===== src/rtl/ttr_pkg.sv =====
package ttr_pkg;

    typedef enum logic [2:0] {
        ACT_ALLOW   = 3'd0,
        ACT_TRAP_L1 = 3'd1,
        ACT_TRAP_L2 = 3'd2,
        ACT_HYP     = 3'd3,
        ACT_UNDEF   = 3'd4
    } ttr_act_e;

    typedef enum logic [1:0] {
        TGT_VIRT   = 2'd0,
        TGT_HV_SEC = 2'd1,
        TGT_HV_NS  = 2'd2,
        TGT_NONE   = 2'd3
    } ttr_tgt_e;

    typedef struct packed {
        ttr_act_e act;
        ttr_tgt_e tgt;
    } ttr_dec_t;

    localparam ttr_dec_t DEC_ALLOW_VIRT = '{act: ACT_ALLOW, tgt: TGT_VIRT};

endpackage


===== src/rtl/ttr_mode_decode.sv =====
module ttr_mode_decode (
    input  logic l2_on,
    input  logic l2_aa64,
    input  logic hv_e2h,
    input  logic hv_tge,
    output logic l2_a64_on,
    output logic host,
    output logic l2_a64_tge,
    output logic l2_a32_tge,
    output logic l2_a64_nohost
);
    always_comb begin
        l2_a64_on     = l2_on && l2_aa64;
        host          = l2_a64_on && hv_e2h && hv_tge;
        l2_a64_tge    = l2_a64_on && hv_tge;
        l2_a32_tge    = l2_on && !l2_aa64 && hv_tge;
        l2_a64_nohost = l2_a64_on && !(hv_e2h && hv_tge);
    end
endmodule


===== src/rtl/ttr_user_chain.sv =====
module ttr_user_chain
    import ttr_pkg::*;
(
    input  logic     l1_aa64,
    input  logic     usr_en_l1a64,
    input  logic     usr_en_l1a32,
    input  logic     usr_en_l2,
    input  logic     l1_vt_trap,
    input  logic     nonsec,
    input  logic     sec_l2_impl,
    input  logic     host,
    input  logic     l2_a64_tge,
    input  logic     l2_a32_tge,
    input  logic     l2_a64_nohost,
    output ttr_dec_t dec
);
    always_comb begin
        dec = DEC_ALLOW_VIRT;
        if (l1_aa64 && !host && !usr_en_l1a64) begin
            dec.tgt = TGT_NONE;
            dec.act = l2_a64_tge ? ACT_TRAP_L2 : ACT_TRAP_L1;
        end else if (!l1_aa64 && !usr_en_l1a32) begin
            dec.tgt = TGT_NONE;
            if (l2_a64_tge)      dec.act = ACT_TRAP_L2;
            else if (l2_a32_tge) dec.act = ACT_HYP;
            else                 dec.act = ACT_UNDEF;
        end else if (host && !usr_en_l2) begin
            dec = '{act: ACT_TRAP_L2, tgt: TGT_NONE};
        end else if (l2_a64_nohost && l1_vt_trap) begin
            dec = '{act: ACT_TRAP_L2, tgt: TGT_NONE};
        end else if (host && !nonsec && sec_l2_impl) begin
            dec.tgt = TGT_HV_SEC;
        end else if (host && nonsec) begin
            dec.tgt = TGT_HV_NS;
        end
    end
endmodule


===== src/rtl/ttr_priv_chain.sv =====
module ttr_priv_chain
    import ttr_pkg::*;
(
    input  logic     is_l1,
    input  logic     l2_a64_on,
    input  logic     l1_vt_trap,
    output ttr_dec_t dec
);
    always_comb begin
        if (is_l1 && l2_a64_on && l1_vt_trap)
            dec = '{act: ACT_TRAP_L2, tgt: TGT_NONE};
        else
            dec = DEC_ALLOW_VIRT;
    end
endmodule


===== src/rtl/ttr_out_stage.sv =====
module ttr_out_stage
    import ttr_pkg::*;
#(
    parameter bit REG_OUT = 1'b1,
    parameter int SYN_W   = 8
) (
    input  logic             clk,
    input  logic             rst_n,
    input  logic             in_vld,
    input  logic             in_wr,
    input  ttr_dec_t         in_dec,
    input  logic [SYN_W-1:0] in_syn,
    output logic             out_vld,
    output logic             out_wr,
    output logic [2:0]       out_act,
    output logic [1:0]       out_tgt,
    output logic [SYN_W-1:0] out_syn
);
    generate
        if (REG_OUT) begin : g_reg
            always_ff @(posedge clk) begin
                if (!rst_n) begin
                    out_vld <= 1'b0;
                    out_wr  <= 1'b0;
                    out_act <= ACT_ALLOW;
                    out_tgt <= TGT_NONE;
                    out_syn <= '0;
                end else begin
                    out_vld <= in_vld;
                    out_wr  <= in_wr;
                    out_act <= in_dec.act;
                    out_tgt <= in_dec.tgt;
                    out_syn <= in_syn;
                end
            end
        end else begin : g_comb
            always_comb begin
                out_vld = in_vld && rst_n;
                out_wr  = in_wr;
                out_act = in_dec.act;
                out_tgt = in_dec.tgt;
                out_syn = in_syn;
            end
        end
    endgenerate
endmodule


===== src/rtl/ttr_access_router.sv =====
module ttr_access_router
    import ttr_pkg::*;
#(
    parameter bit          REG_OUT  = 1'b1,
    parameter int          SYN_W    = 8,
    parameter logic [SYN_W-1:0] SYN_TRAP = 'h04,
    parameter logic [SYN_W-1:0] SYN_HYP  = 'h00
) (
    input  logic             clk,
    input  logic             rst_n,
    input  logic             req_vld,
    input  logic             req_wr,
    input  logic [1:0]       req_lvl,
    input  logic             l1_aa64,
    input  logic             l2_aa64,
    input  logic             l2_on,
    input  logic             hv_e2h,
    input  logic             hv_tge,
    input  logic             nonsec,
    input  logic             sec_l2_impl,
    input  logic             usr_vt_en_l1a64,
    input  logic             usr_vt_en_l1a32,
    input  logic             usr_vt_en_l2,
    input  logic             l1_vt_trap,
    output logic             rsp_vld,
    output logic             rsp_wr,
    output logic [2:0]       rsp_act,
    output logic [1:0]       rsp_tgt,
    output logic [SYN_W-1:0] rsp_syn
);
    localparam logic [1:0] LVL_USER = 2'd0;
    localparam logic [1:0] LVL_KERN = 2'd1;

    logic     l2_a64_on, host, l2_a64_tge, l2_a32_tge, l2_a64_nohost;
    ttr_dec_t dec_user, dec_priv, dec_sel;
    logic [SYN_W-1:0] syn_sel;

    ttr_mode_decode u_mode (
        .l2_on         (l2_on),
        .l2_aa64       (l2_aa64),
        .hv_e2h        (hv_e2h),
        .hv_tge        (hv_tge),
        .l2_a64_on     (l2_a64_on),
        .host          (host),
        .l2_a64_tge    (l2_a64_tge),
        .l2_a32_tge    (l2_a32_tge),
        .l2_a64_nohost (l2_a64_nohost)
    );

    ttr_user_chain u_user (
        .l1_aa64       (l1_aa64),
        .usr_en_l1a64  (usr_vt_en_l1a64),
        .usr_en_l1a32  (usr_vt_en_l1a32),
        .usr_en_l2     (usr_vt_en_l2),
        .l1_vt_trap    (l1_vt_trap),
        .nonsec        (nonsec),
        .sec_l2_impl   (sec_l2_impl),
        .host          (host),
        .l2_a64_tge    (l2_a64_tge),
        .l2_a32_tge    (l2_a32_tge),
        .l2_a64_nohost (l2_a64_nohost),
        .dec           (dec_user)
    );

    ttr_priv_chain u_priv (
        .is_l1      (req_lvl == LVL_KERN),
        .l2_a64_on  (l2_a64_on),
        .l1_vt_trap (l1_vt_trap),
        .dec        (dec_priv)
    );

    always_comb begin
        dec_sel = (req_lvl == LVL_USER) ? dec_user : dec_priv;
        unique case (dec_sel.act)
            ACT_TRAP_L1, ACT_TRAP_L2: syn_sel = SYN_TRAP;
            ACT_HYP:                  syn_sel = SYN_HYP;
            default:                  syn_sel = '0;
        endcase
    end

    ttr_out_stage #(.REG_OUT(REG_OUT), .SYN_W(SYN_W)) u_out (
        .clk     (clk),
        .rst_n   (rst_n),
        .in_vld  (req_vld),
        .in_wr   (req_wr),
        .in_dec  (dec_sel),
        .in_syn  (syn_sel),
        .out_vld (rsp_vld),
        .out_wr  (rsp_wr),
        .out_act (rsp_act),
        .out_tgt (rsp_tgt),
        .out_syn (rsp_syn)
    );
endmodule


===== config.mk =====
export PLATFORM = sky130hd
export DESIGN_NAME = ttr_access_router
export DESIGN_NICKNAME = d
export VERILOG_FILES = /design/src/rtl/ttr_pkg.sv /design/src/rtl/ttr_mode_decode.sv /design/src/rtl/ttr_user_chain.sv /design/src/rtl/ttr_priv_chain.sv /design/src/rtl/ttr_out_stage.sv /design/src/rtl/ttr_access_router.sv
export SDC_FILE = /design/constraint.sdc
export NUM_CORES = 1
export LEC_CHECK = 0
export ABC_AREA = 1
export BUFFER_PORTS_ARGS = -buffer_cell sky130_fd_sc_hd__buf_4
export CORE_AREA = 2 2 39 41
export CTS_BUF_LIST = sky130_fd_sc_hd__clkbuf_4 sky130_fd_sc_hd__clkbuf_8
export CTS_CLUSTER_SIZE = 28
export DETAILED_ROUTE_END_ITERATION = 7
export DIE_AREA = 0 0 41 43
export PLACE_DENSITY = 0.72
export SLEW_MARGIN = 20
export SYNTH_ARGS = -nofsm -noshare
export SYNTH_HDL_FRONTEND = slang
export SYNTH_SLANG_ARGS = --single-unit
export TNS_END_PERCENT = 100

===== constraint.sdc =====
create_clock -name clk -period 1.2 [get_ports clk]
set_input_delay 0.06 -clock clk [delete_from_list [all_inputs] [get_ports clk]]
set_output_delay 0.06 -clock clk [all_outputs]
set_load 0.01 [all_outputs]

After elaboration in Yosys (flattened, before gate mapping):

Cells that the tools add are included.
Widths: inputs -> output; s select.

* register bits after elaboration: 15
* bits of input ports: 17

* eq/ne operators: 3
* multiplexer cells: 13
* reduce and logical (&&, ||, !) cells: 28

Operators by type and width (count)
* $mux 5: 4
* $logic_and 1x1->1: 18
* $mux 2: 5
* $mux 3: 3
* $logic_not 1->1: 8
* $mux 4: 1
* $eq 3x1->1 const B: 1
* $eq 3x2->1 const B: 1
* $eq 2x1->1 const B: 1
* $logic_not 2->1: 1
* $reduce_or 2->1: 1

Depth between registers and ports, before layout:

* word-level depth: 14
* gate-level depth with buffers: 11

By module:

Synthesis repeated with hierarchy kept, for this count alone.

* cell total of the unflattened synthesis: 124
* area total of the unflattened synthesis: 774.5 um2

Modules (own cells, without submodules)
* ttr_out_stage: instances 1, cells an instance 46, area each 424.2 um2
* ttr_access_router: instances 1, cells an instance 36, area each 158.9 um2
* ttr_user_chain: instances 1, cells an instance 24, area each 103.8 um2
* ttr_priv_chain: instances 1, cells an instance 8, area each 47.5 um2
* ttr_mode_decode: instances 1, cells an instance 10, area each 40.0 um2

Least setup slack after synthesis:

Ideal clock, no wire load.

* path kind: input to register
* start: input l2_on
* end: register u_out.out_syn[2]
* library setup time: 0.115 ns
* arrival time: 0.734 ns
* setup slack: 0.351 ns
* stages: 11
* buffers on the path: 0
* cells stage by stage: nand2_2 > nor2_4 > nor2_2 > nor2_1 > nand2_1 > nand2_1 > nand2_2 > nand2_1 > nand2_1 > nand2_2 > nor2_2

* cells in the longest elaborated chain, start to end: 11

Ends and longest elaborated chain
* start: declaration: RTL line ttr_access_router.sv:16 `input logic l2_on,`
* $logic_and 1x1->1: RTL line ttr_mode_decode.sv:13 `l2_a64_on = l2_on && l2_aa64;`
* $logic_and 1x1->1 (on tied branches): RTL line ttr_mode_decode.sv:17, ttr_mode_decode.sv:14
* $logic_and 1x1->1 (on tied branches): RTL line ttr_user_chain.sv:29, ttr_mode_decode.sv:14
* $mux 2 (tied with other cells): RTL line ttr_user_chain.sv:29 `end else if (l2_a64_nohost && l1_vt_trap) begin`
* $mux 5 or $logic_and 1x1->1 (tied branches): RTL line ttr_user_chain.sv:27, ttr_user_chain.sv:19
* $mux 5 or $logic_and 1x1->1 (tied branches): RTL line ttr_user_chain.sv:22, ttr_user_chain.sv:19
* $mux 5: RTL line ttr_user_chain.sv:19 `if (l1_aa64 && !host && !usr_en_l1a64) begin`
* $mux 5 *: RTL line ttr_access_router.sv:73 `dec_sel = (req_lvl == LVL_USER) ? dec_user : dec_priv;`
* $eq 3x1->1 or $eq 3x2->1 (tied branches): RTL line ttr_access_router.sv:74 `unique case (dec_sel.act)`
* $reduce_or 2->1 *: RTL line ttr_access_router.sv:74
* $mux 3 *: RTL line ttr_access_router.sv:74
* end signal: assignment: RTL line ttr_out_stage.sv:33 `out_syn <= in_syn;`
* end: declaration: RTL line ttr_out_stage.sv:17 `output logic [SYN_W-1:0] out_syn`

Every way passes the cells marked *; elsewhere a longest branch is shown, timed or not.
A chain may end at the register's enable or synchronous reset.

Worst setup path in the final report:

Ends and elaborated chain as after synthesis.

==> flow_summary.json <==
{
  "yosysUniqueCellTypes": 17,
  "grt_pass1_vias": 447,
  "gr-total-overflow": 0,
  "seqPwrFrac_pct": 45.0,
  "path_buf_inv": 1,
  "status": "complete, no violations",
  "slew_viol_final": 0,
  "cp-endpoint": "u_out.out_syn[2]",
  "clkPwrFrac_pct": 30.0,
  "dieArea_um2": 1760,
  "hold_viol_final": 0,
  "core_um2": 1380,
  "final_antenna_net_count": 0,
  "die_x_um": 41,
  "cellPowerDensity_nw_per_um2": 880,
  "syn-cell-area_um2": 500,
  "irDropWorstVdd_mv": 0.294,
  "cts_setup_buffers": 0,
  "path_depth": 12,
  "power_switching_mw": 0.157,
  "syn_inst": 73,
  "synth_area_leaders": "dfxtp_1, nand2_1, buf_4",
  "leakage_nw": 0.412,
  "crit_path_end_kind": "register",
  "synth_seq_cells": 8,
  "dr.pass1.iters": 2,
  "timing.final.ws_setup_ns": 0.421,
  "die_h_um": 43,
  "intPower_mw": 0.470,
  "wl_um": 923,
  "cp.arrival_ns": 0.96,
  "track_usage_pct": 11.6,
  "cp_top_family": "simple AND/OR/NAND/NOR gates",
  "cts.sinks": 8,
  "power_frac_comb_pct": 25.1,
  "root_buffer": "clkbuf_4",
  "stdcell_count": 117,
  "nets": 120,
  "p_sw_share_pct": 25.1,
  "synth_top_area_share_pct": 32.0,
  "period_share_pct": 64.9,
  "hold_path.class": "input port to register",
  "setup_viol": 0,
  "cts_tree": "yes",
  "clk_path_buf_depth": 2,
  "synth_top_area_cell": "dfxtp_1",
  "boundaryPins": 32,
  "start_util_pct": 36.2,
  "num_vias": 476,
  "required_ns": 1.38,
  "final_area_um2": 713,
  "timing.setup.tns_ns": 0,
  "most-common-layout-cells": "buf_4, nand2_1, inv_1, nor2_1, dfxtp_1",
  "grt_antenna_before_repair": 0,
  "pre_cts_ws_ns": 0.164,
  "fmax_mhz": 1280,
  "syn_area_per_cell_um2": 6.86,
  "vias_per_cell": 4.07,
  "ctsResizeCount": 0,
  "cp-startpoint": "l2_on",
  "path_max_fanout": 4,
  "port-buffer-count": 24,
  "antenna_cells": 0,
  "cp_slowest_cell": "nor2_2",
  "drt_iter0_drc": 2,
  "row_count": 14,
  "cap_violations": 0,
  "cp_slowest_stage_delay_ns": 0.14,
  "start_kind": "input port",
  "cts_buffers": 3,
  "crit_chain": "buf_4 > nand2_2 > nor2_4 > nor2_2 > nor2_1 > nand2_1 > nand2_1 > nand2_2 > nand2_1 > nand2_1 > nand2_2 > nor2_2",
  "rsz0062_at_grt": "false",
  "dp.cells": 112,
  "drc": 0,
  "hpwlAfterDp_um": 826,
  "min_period_ns": 0.779,
  "area_growth_pct": 42.5,
  "path_class": "input port to register",
  "wl_per_cell_um": 7.89,
  "drive_gt1_share_pct": 37.6,
  "timing.hold.ws_ns": 0.0184,
  "gp_congestion": 0.722,
  "yosysWarnings": 0,
  "grt_pass1_wl_um": 1470,
  "layout_commonest_cell": "buf_4",
  "cts_htree_levels": 1,
  "grt_max_degree": 6,
  "placed_area_um2": 671,
  "synth-seq-area-share_pct": 32.0,
  "cpMostUsedCell": "nand2_1",
  "clkTransAtPathRegs_ns": 0.05
}
per-stage QoR:
| stage | util [%] | power [mW] |
|---|---|---|
| after floorplan | - | 0.380 |
| after global placement | 48.5 | 0.437 |
| after detailed placement | 48.5 | 0.441 |
| after CTS | 51.5 | 0.639 |
| after global routing | 51.5 | 0.667 |
| final | 51.5 | 0.628 |
synthesized netlist by cell type:
cell,count
dfxtp_1,8
buf_4,7
or2_1,1
a21oi_1,2
nand2_4,1
nand2_1,16
nor2_4,1
nand2_2,3
nand3_2,2
o21ai_1,2
nor4_1,1
nor2_8,1
o21ai_0,1
inv_1,13
nor2_1,10
nor2_2,3
conb_1,1
tightest hold or removal path, stage by stage:
cell,delay [ns]
buf_4,0.09
nand2_1,0.04
inv_1,0.04
repair_timing:
action / CTS / global route
hold buffers: 2 / 0
hold endpoints to repair: 2 / 0
endpoints found under the setup margin: 0 / 0
sequential cells by signal (all words and copies together), names as in the netlist:
| signal | flops |
|---|---|
| u_out.out_vld | 1 |
| u_out.out_syn | 1 |
| u_out.out_tgt | 2 |
| u_out.out_act | 3 |
| u_out.out_wr | 1 |
power by group through the flow:
| stage | clock [mW] | combinational (mW) | sequential [mW] |
|---|---|---|---|
| 2_1_floorplan | 0 | 0.0864 | 0.294 |
| 3_3_place_gp | 0 | 0.150 | 0.287 |
| 3_5_place_dp | 0 | 0.153 | 0.288 |
| 4_1_cts | 0.198 | 0.159 | 0.282 |
| 5_1_grt | 0.206 | 0.177 | 0.283 |
| 6_report | 0.188 | 0.157 | 0.282 |
how the worst min path moves through the flow:
stage                     cells after the start                to  startpoint
after global placement                        3     u_out.out_vld     req_vld
after floorplan                               1  u_out.out_act[2]  req_lvl[1]
final                                         3      u_out.out_wr       rst_n
after CTS                                     3      u_out.out_wr       rst_n
after global routing                          3     u_out.out_vld       rst_n
after detailed placement                      3      u_out.out_wr      req_wr
per-layer routing:
metal  up-vias  wire [µm]  GRT usage [%]
li1        257          -              -
met3         0        114           1.57
met1       191        327           11.6
met4         0          0           6.00
met2        28        481           21.3
met5         -          0              0
logic make-up after synthesis:
group	after synthesis	share of synthesized area, %
other	1	0.749
buffers and inverters	20	20.3
AOI/OAI and AO/OA	5	5.00
DFF	8	32.0
and+or+nand+nor	39	42.0
final cells by class:
type | count | area [µm²]
tap | 16 | 20.0
fill | 135 | 671
multi-input combinational | 51 | 262
timing repair buffer | 26 | 200
sequential | 8 | 160
inverter | 13 | 48.8
clock buffer | 3 | 22.5
(Power assumes the default switching activity.)
